## src/rtl/twi_mem_pkg.sv

```systemverilog
package twi_mem_pkg;
  localparam int BYTE_W = 8;
  localparam logic [3:0] DEV_TYPE = 4'b1010;

  typedef enum logic [2:0] {
    ST_IDLE,
    ST_RX,
    ST_ACK,
    ST_TX,
    ST_TXACK,
    ST_HOLD
  } slv_state_t;

  typedef enum logic [1:0] {
    PH_DEV,
    PH_WORD,
    PH_DATA
  } slv_phase_t;
endpackage

```

## src/rtl/twi_line_sync.sv

```systemverilog
module twi_line_sync #(
  parameter int SYNC_STAGES = 2
) (
  input  logic clk,
  input  logic rst_n,
  input  logic scl_i,
  input  logic sda_i,
  output logic scl_rise,
  output logic scl_fall,
  output logic start_det,
  output logic stop_det,
  output logic sda_bit
);
  localparam int CHAIN = SYNC_STAGES + 1;

  logic [CHAIN-1:0] scl_pipe;
  logic [CHAIN-1:0] sda_pipe;

  generate
    for (genvar g = 0; g < CHAIN; g++) begin : g_stage
      if (g == 0) begin : g_first
        always_ff @(posedge clk or negedge rst_n) begin
          if (!rst_n) begin
            scl_pipe[0] <= 1'b1;
            sda_pipe[0] <= 1'b1;
          end else begin
            scl_pipe[0] <= scl_i;
            sda_pipe[0] <= sda_i;
          end
        end
      end else begin : g_next
        always_ff @(posedge clk or negedge rst_n) begin
          if (!rst_n) begin
            scl_pipe[g] <= 1'b1;
            sda_pipe[g] <= 1'b1;
          end else begin
            scl_pipe[g] <= scl_pipe[g-1];
            sda_pipe[g] <= sda_pipe[g-1];
          end
        end
      end
    end
  endgenerate

  logic scl_now, scl_old, sda_now, sda_old;
  assign scl_now = scl_pipe[CHAIN-2];
  assign scl_old = scl_pipe[CHAIN-1];
  assign sda_now = sda_pipe[CHAIN-2];
  assign sda_old = sda_pipe[CHAIN-1];

  assign scl_rise  = scl_now & ~scl_old;
  assign scl_fall  = ~scl_now & scl_old;
  assign start_det = scl_now & scl_old & sda_old & ~sda_now;
  assign stop_det  = scl_now & scl_old & ~sda_old & sda_now;
  assign sda_bit   = sda_now;
endmodule

```

## src/rtl/twi_slave_fsm.sv

```systemverilog
module twi_slave_fsm
  import twi_mem_pkg::*;
#(
  parameter int ADDR_W = 8
) (
  input  logic              clk,
  input  logic              rst_n,
  input  logic              scl_rise,
  input  logic              scl_fall,
  input  logic              start_det,
  input  logic              stop_det,
  input  logic              sda_bit,
  input  logic [2:0]        strap,
  input  logic              busy,
  input  logic [BYTE_W-1:0] rd_data,
  output logic              drive_low,
  output logic              commit,
  output logic [ADDR_W-1:0] word_ptr,
  output logic [BYTE_W-1:0] wr_data
);
  localparam int CNT_W = $clog2(BYTE_W + 1);

  slv_state_t        state_q, state_d;
  slv_phase_t        phase_q, phase_d;
  logic [CNT_W-1:0]  bcnt_q, bcnt_d;
  logic [BYTE_W-1:0] shreg_q, shreg_d;
  logic [BYTE_W-1:0] txsh_q, txsh_d;
  logic              rw_q, rw_d;
  logic [ADDR_W-1:0] ptr_q, ptr_d;
  logic [BYTE_W-1:0] data_q, data_d;
  logic              dok_q, dok_d;
  logic              commit_q, commit_d;
  logic              sel_match;

  assign sel_match = (shreg_q[BYTE_W-1 -: 4] == DEV_TYPE) &&
                     (shreg_q[3:1] == strap);

  always_comb begin
    state_d  = state_q;
    phase_d  = phase_q;
    bcnt_d   = bcnt_q;
    shreg_d  = shreg_q;
    txsh_d   = txsh_q;
    rw_d     = rw_q;
    ptr_d    = ptr_q;
    data_d   = data_q;
    dok_d    = dok_q;
    commit_d = 1'b0;
    if (busy) begin
      state_d = ST_IDLE;
      phase_d = PH_DEV;
      dok_d   = 1'b0;
    end else if (start_det) begin
      state_d = ST_RX;
      phase_d = PH_DEV;
      bcnt_d  = '0;
      dok_d   = 1'b0;
    end else if (stop_det) begin
      state_d  = ST_IDLE;
      commit_d = dok_q;
      dok_d    = 1'b0;
    end else begin
      unique case (state_q)
        ST_RX: begin
          if (scl_rise) begin
            shreg_d = {shreg_q[BYTE_W-2:0], sda_bit};
            bcnt_d  = bcnt_q + 1'b1;
          end else if (scl_fall && bcnt_q == CNT_W'(BYTE_W)) begin
            unique case (phase_q)
              PH_DEV: begin
                if (sel_match) begin
                  state_d = ST_ACK;
                  rw_d    = shreg_q[0];
                end else begin
                  state_d = ST_HOLD;
                end
              end
              PH_WORD: begin
                ptr_d   = shreg_q[ADDR_W-1:0];
                state_d = ST_ACK;
              end
              default: begin
                data_d  = shreg_q;
                dok_d   = 1'b1;
                state_d = ST_ACK;
              end
            endcase
          end
        end
        ST_ACK: begin
          if (scl_fall) begin
            bcnt_d = '0;
            unique case (phase_q)
              PH_DEV: begin
                if (rw_q) begin
                  state_d = ST_TX;
                  txsh_d  = rd_data;
                end else begin
                  state_d = ST_RX;
                  phase_d = PH_WORD;
                end
              end
              PH_WORD: begin
                state_d = ST_RX;
                phase_d = PH_DATA;
              end
              default: state_d = ST_HOLD;
            endcase
          end
        end
        ST_TX: begin
          if (scl_fall) begin
            txsh_d = {txsh_q[BYTE_W-2:0], 1'b1};
            bcnt_d = bcnt_q + 1'b1;
            if (bcnt_q == CNT_W'(BYTE_W - 1)) state_d = ST_TXACK;
          end
        end
        ST_TXACK: begin
          if (scl_fall) state_d = ST_HOLD;
        end
        default: ;
      endcase
    end
  end

  always_ff @(posedge clk or negedge rst_n) begin
    if (!rst_n) begin
      state_q  <= ST_IDLE;
      phase_q  <= PH_DEV;
      bcnt_q   <= '0;
      shreg_q  <= '0;
      txsh_q   <= '1;
      rw_q     <= 1'b0;
      ptr_q    <= '0;
      data_q   <= '0;
      dok_q    <= 1'b0;
      commit_q <= 1'b0;
    end else begin
      state_q  <= state_d;
      phase_q  <= phase_d;
      bcnt_q   <= bcnt_d;
      shreg_q  <= shreg_d;
      txsh_q   <= txsh_d;
      rw_q     <= rw_d;
      ptr_q    <= ptr_d;
      data_q   <= data_d;
      dok_q    <= dok_d;
      commit_q <= commit_d;
    end
  end

  assign drive_low = (state_q == ST_ACK) ||
                     ((state_q == ST_TX) && !txsh_q[BYTE_W-1]);
  assign commit    = commit_q;
  assign word_ptr  = ptr_q;
  assign wr_data   = data_q;
endmodule

```

## src/rtl/twi_mem_core.sv

```systemverilog
module twi_mem_core
  import twi_mem_pkg::*;
#(
  parameter int ADDR_W       = 8,
  parameter int WRITE_CYCLES = 1000
) (
  input  logic              clk,
  input  logic              rst_n,
  input  logic              commit,
  input  logic [ADDR_W-1:0] addr,
  input  logic [BYTE_W-1:0] wr_data,
  output logic [BYTE_W-1:0] rd_data,
  output logic              busy
);
  localparam int DEPTH = 1 << ADDR_W;
  localparam int TW    = $clog2(WRITE_CYCLES + 1);

  logic [BYTE_W-1:0] mem [DEPTH];
  logic [TW-1:0]     tmr_q, tmr_d;
  logic              busy_q, busy_d;
  logic              wr_en;

  assign wr_en = commit && !busy_q;

  always_ff @(posedge clk) begin
    if (wr_en) mem[addr] <= wr_data;
  end

  assign rd_data = mem[addr];

  always_comb begin
    tmr_d  = tmr_q;
    busy_d = busy_q;
    if (wr_en) begin
      busy_d = 1'b1;
      tmr_d  = TW'(WRITE_CYCLES - 1);
    end else if (busy_q) begin
      if (tmr_q == '0) busy_d = 1'b0;
      else             tmr_d  = tmr_q - 1'b1;
    end
  end

  always_ff @(posedge clk or negedge rst_n) begin
    if (!rst_n) begin
      tmr_q  <= '0;
      busy_q <= 1'b0;
    end else begin
      tmr_q  <= tmr_d;
      busy_q <= busy_d;
    end
  end

  assign busy = busy_q;
endmodule

```

## src/rtl/twi_mem_slave.sv

```systemverilog
module twi_mem_slave
  import twi_mem_pkg::*;
#(
  parameter int ADDR_W       = 8,
  parameter int WRITE_CYCLES = 1000,
  parameter int SYNC_STAGES  = 2
) (
  input  logic       clk,
  input  logic       rst_n,
  input  logic       scl_i,
  input  logic       sda_i,
  input  logic [2:0] strap_i,
  output logic       sda_drive_low_o,
  output logic       busy_o
);
  logic [1:0] rst_sync_q;
  logic       rst_int_n;

  always_ff @(posedge clk or negedge rst_n) begin
    if (!rst_n) rst_sync_q <= 2'b00;
    else        rst_sync_q <= {rst_sync_q[0], 1'b1};
  end
  assign rst_int_n = rst_sync_q[1];

  logic scl_rise, scl_fall, start_det, stop_det, sda_bit;
  logic commit, drive_low;
  logic [ADDR_W-1:0] word_ptr;
  logic [BYTE_W-1:0] wr_data, rd_data;

  twi_line_sync #(.SYNC_STAGES(SYNC_STAGES)) u_sync (
    .clk       (clk),
    .rst_n     (rst_int_n),
    .scl_i     (scl_i),
    .sda_i     (sda_i),
    .scl_rise  (scl_rise),
    .scl_fall  (scl_fall),
    .start_det (start_det),
    .stop_det  (stop_det),
    .sda_bit   (sda_bit)
  );

  twi_slave_fsm #(.ADDR_W(ADDR_W)) u_fsm (
    .clk       (clk),
    .rst_n     (rst_int_n),
    .scl_rise  (scl_rise),
    .scl_fall  (scl_fall),
    .start_det (start_det),
    .stop_det  (stop_det),
    .sda_bit   (sda_bit),
    .strap     (strap_i),
    .busy      (busy_o),
    .rd_data   (rd_data),
    .drive_low (drive_low),
    .commit    (commit),
    .word_ptr  (word_ptr),
    .wr_data   (wr_data)
  );

  twi_mem_core #(.ADDR_W(ADDR_W), .WRITE_CYCLES(WRITE_CYCLES)) u_core (
    .clk     (clk),
    .rst_n   (rst_int_n),
    .commit  (commit),
    .addr    (word_ptr),
    .wr_data (wr_data),
    .rd_data (rd_data),
    .busy    (busy_o)
  );

  assign sda_drive_low_o = drive_low;
endmodule

```

## config.mk

```make
export PLATFORM = sky130hd
export DESIGN_NAME = twi_mem_slave
export DESIGN_NICKNAME = d
export VERILOG_FILES = /design/src/rtl/twi_mem_pkg.sv /design/src/rtl/twi_line_sync.sv /design/src/rtl/twi_slave_fsm.sv /design/src/rtl/twi_mem_core.sv /design/src/rtl/twi_mem_slave.sv
export SDC_FILE = /design/constraint.sdc
export NUM_CORES = 2
export LEC_CHECK = 0
export ABC_AREA = 1
export BUFFER_PORTS_ARGS = -buffer_cell sky130_fd_sc_hd__buf_2
export CORE_MARGIN = 3
export CORE_UTILIZATION = 35
export CTS_BUF_LIST = sky130_fd_sc_hd__clkbuf_2 sky130_fd_sc_hd__clkbuf_4 sky130_fd_sc_hd__clkbuf_8
export CTS_CLUSTER_SIZE = 8
export DETAILED_ROUTE_END_ITERATION = 7
export HOLD_SLACK_MARGIN = 0.15
export SLEW_MARGIN = 20
export SYNTH_ARGS = -nofsm -noshare
export SYNTH_HDL_FRONTEND = slang
export SYNTH_HIERARCHICAL = 1
export SYNTH_SLANG_ARGS = --single-unit
```

## constraint.sdc

```tcl
create_clock -name clk -period 5.43 [get_ports clk]
set_input_delay 0.2715 -clock clk [delete_from_list [all_inputs] [get_ports clk]]
set_output_delay 0.2715 -clock clk [all_outputs]
set_load 0.01 [all_outputs]
```

==> flow_metrics.tcl <==
set metrics [dict create \
    outcome "completed" \
    dieWidth_um 506 \
    die_area_mm2 0.256 \
    min_path_type "flip-flop to flip-flop" \
    yosysTopAreaCellShare_pct 70.2 \
    combPwrFrac_pct 1.5 \
    grt_usage_pct 18.0 \
    regToRegSetupSlack_ps 1640 \
    hp-start "rst_sync_q[0]" \
    timing.final.crit_share_pct 69.8 \
    fmax_ghz 0.264 \
    grt_max_degree 191 \
    grt_pass1_vias 56691 \
    crit_type "flip-flop to flip-flop" \
    drv_cap 0 \
    port_buffers 8 \
    vias 58841 \
    routed_wl_um 237000 \
    start_util_pct 35.2 \
    layout-drive-gt1-share_pct 8.31 \
    timing.rr.start "u_fsm/word_ptr[0]" \
    final_antenna_net_count 0 \
    crit_buf_inv 2 \
    die_h_um 506 \
    avgViaCountPerCell 5.02 \
    yosysTopAreaCell "edfxtp_1" \
    arrival_ps 4720 \
    critPathMaxFanout 162 \
    drtPass1Iterations 7 \
    finalNonFillerCells 11718 \
    antenna_found_initial 9 \
    syn_inst 8149 \
    overflow 0 \
    synthTopCellsByArea "edfxtp_1 (70%), nand2_1 (18%), nand3_1 (3.3%), nor2_1 (1.6%), dfrtp_1 (1.4%)" \
    grt_first_pass_wirelength_um 356000 \
    fin_skew_ps 50.4 \
    slowest_stage "dfrtp_4" \
    nets 8163 \
    ys_ff_latch 2111 \
    synth.lib_cells_used.distinct 39 \
    tns_ps 0 \
    htreeDepth 5 \
    switching_power_mw 6.52 \
    cts_tree "yes" \
    fin_crit_ps 3790 \
    core_region_area_mm2 0.249 \
    rows 183 \
    worstSetupStartpointType "flip-flop" \
    cp-startpoint "u_fsm/word_ptr[0]" \
    swShare_pct 20.6 \
    synth_area_per_cell_um2 10.8 \
    gp_congestion 0.835 \
    finish.utilization_pct 39.1 \
    cts_buffer_depth 4 \
    crit_family "simple AND/OR/NAND/NOR gates" \
    hold_viol 0 \
    layout-area-overhead-vs-synth_pct 11.2 \
    drt_iter0_drc 6176 \
    setup_viol 0 \
    cp_cell_sequence "buf_12 > buf_12 > nand2_1 > nand2_1 > nand2_1 > nand2_1 > nand2_1 > nand2_1 > o21ai_1 > nand2_1 > nor2_1 > nor2_1 > nor2_1 > nand2_1 > o21ai_0 > o21ai_0" \
    slew_headroom_pct 22.9 \
    dp.cells 11116 \
    path_clk_slew_ps 60 \
    ir_drop_mv 0.231 \
    final_max_slew_viol_count 0 \
    drc_errors 0 \
    end_kind "flip-flop" \
    cts-resized-gates 0 \
    clk-insertion-delay-late_ps 1030 \
    synth_nets 8159 \
    p_per_area_mw_per_mm2 324 \
    tightest_slew_ps 1160 \
    power_frac_seq_pct 56.5 \
    dp_slack_ps 1780 \
    clkSinkCount 2111 \
    clock_power_share_pct 42.0 \
    setup_ws_ps 1640 \
    power.leakage_nw 35.6 \
    hpwl_um 126000 \
    io_pins 9 \
    root_buffer "clkbuf_8" \
    wl_per_cell_um 20.2 \
    cts_buffers 355 \
    timing.critical_path.mode_cell "nand2_1" \
    rsz0062_at_grt "false" \
    cp.required_ps 6360 \
    syn-cell-area_mm2 0.0876 \
    p_int_mw 25.0 \
    ys_warn_count 6 \
    ys_seq_area_share_pct 72.0 \
    total_power_mw 31.6 \
    cpPeakStageDelay_ps 600 \
]
==> cell usage after synthesis (all sizes together) <==
library cell,number
nor3b,2
clkbuf,166
ha,3
clkinv,3
a31oi,2
o21ai,173
a21oi,12
a21boi,1
inv,69
nand3,573
nand4,133
buf,294
nand2,4202
nor2,385
o211ai,6
conb,1
dfstp,14
nor3,8
a22oi,1
dfrtp,49
edfxtp,2048
o31ai,2
or2,2
==> routing by layer <==
layer | routed length (um) | track usage [%] | up-vias
met2 | 111000 | 28.5 | 2413
met5 | 0 | 0 | -
met1 | 99600 | 24.8 | 28648
met4 | 7420 | 6.32 | 0
li1 | - | - | 27361
met3 | 19200 | 3.46 | 419
==> worst register-to-register path, cell delays in order (launching register included) <==
cell,delay (ps)
dfrtp_4,600
buf_12,260
buf_12,520
nand2_1,400
nand2_1,60
nand2_1,60
nand2_1,80
nand2_1,70
nand2_1,70
o21ai_1,400
nand2_1,120
nor2_1,220
nor2_1,70
nor2_1,350
nand2_1,100
o21ai_0,180
o21ai_0,120
==> path summary, 6_finish.rpt <==
check                                   endpoint  cells after the start
worst max-delay path             u_fsm/txsh_q[0]                     16
max in group asynchronous       u_fsm/wr_data[0]                      1
min in group asynchronous        u_core/tmr_q[3]                      1
worst min register to register     rst_sync_q[1]                      0
worst min-delay path               rst_sync_q[1]                      0
worst max register to register   u_fsm/txsh_q[0]                     16
==> placed cells by master, fill, tap and decap left out, types with 4 or more instances in the layout <==
cell,instances
dfstp_2,14
buf_4,66
o211ai_1,6
clkbuf_4,130
nor2_1,377
dfrtp_4,10
nand4_1,133
o21ai_1,136
nor2_4,7
nor3_1,4
buf_12,23
nand2_2,16
buf_2,8
dfrtp_1,38
nand2_1,4185
clkinv_1,64
dlygate4sd3_1,10
clkbuf_8,368
clkinv_2,20
clkinvlp_4,6
a21oi_1,10
edfxtp_1,2048
nand3_1,572
o21ai_2,8
inv_1,65
o21ai_0,29
==> power by group through the flow <==
| stage | clock [mW] | combinational (mW) | sequential, mW |
|---|---|---|---|
| after global routing | 14.3 | 0.543 | 17.8 |
| after global placement | 0 | 0.437 | 18.2 |
| after CTS | 13.6 | 0.463 | 17.8 |
| final | 13.3 | 0.463 | 17.8 |
| after floorplan | 0 | 0.346 | 18.2 |
| after detailed placement | 0 | 0.453 | 18.2 |
==> layout make-up <==
type	instances	area [um^2]
repair buffers	107	1100
clock buffers	498	6040
flip-flops and latches	2111	63100
well taps	3330	4170
clock inverters	92	429
inverters	72	308
diodes	2	5.00
fillers	23975	151000
multi-input cells	5506	22200
==> sequential cells by signal, indices dropped and copies added (netlist names) <==
name / count
u_core/mem: 2048
u_sync/scl_pipe: 1
u_core/busy: 1
u_fsm/shreg_q: 8
u_fsm/state_q: 3
u_sync/sda_bit: 1
u_sync/scl_old: 1
u_fsm/commit: 1
u_fsm/txsh_q: 8
u_core/tmr_q: 10
u_sync/scl_now: 1
u_fsm/word_ptr: 8
rst_sync_q: 2
u_fsm/phase_q: 2
u_sync/sda_old: 1
u_fsm/wr_data: 8
u_fsm/rw_q: 1
u_fsm/dok_q: 1
u_fsm/bcnt_q: 4
u_sync/sda_pipe: 1
==> per-stage QoR <==
step	hold WS, ps	area (um^2)
floorplan	-24.1	87600
global placement	59.6	90800
detailed placement	57.5	90800
CTS	267	97400
global route	359	97400
finish	354	97400
==> timing repair <==
| item | CTS | global route |
|---|---|---|
| hold endpoints to repair | 8 | 0 |
| hold buffers | 10 | 0 |
| buffers inserted | 0 | 0 |
==> kinds of logic after synthesis <==
group / synth area share, %
flip-flops: 72.0
adder cells (fa/ha/maj): 0.0428
other: 0.00428
AO/OA/AOI/OAI: 1.21
buffers and inverters: 2.72
AND/OR/NAND/NOR: 24.0
No activity file was read; power rests on OpenSTA's default activity.
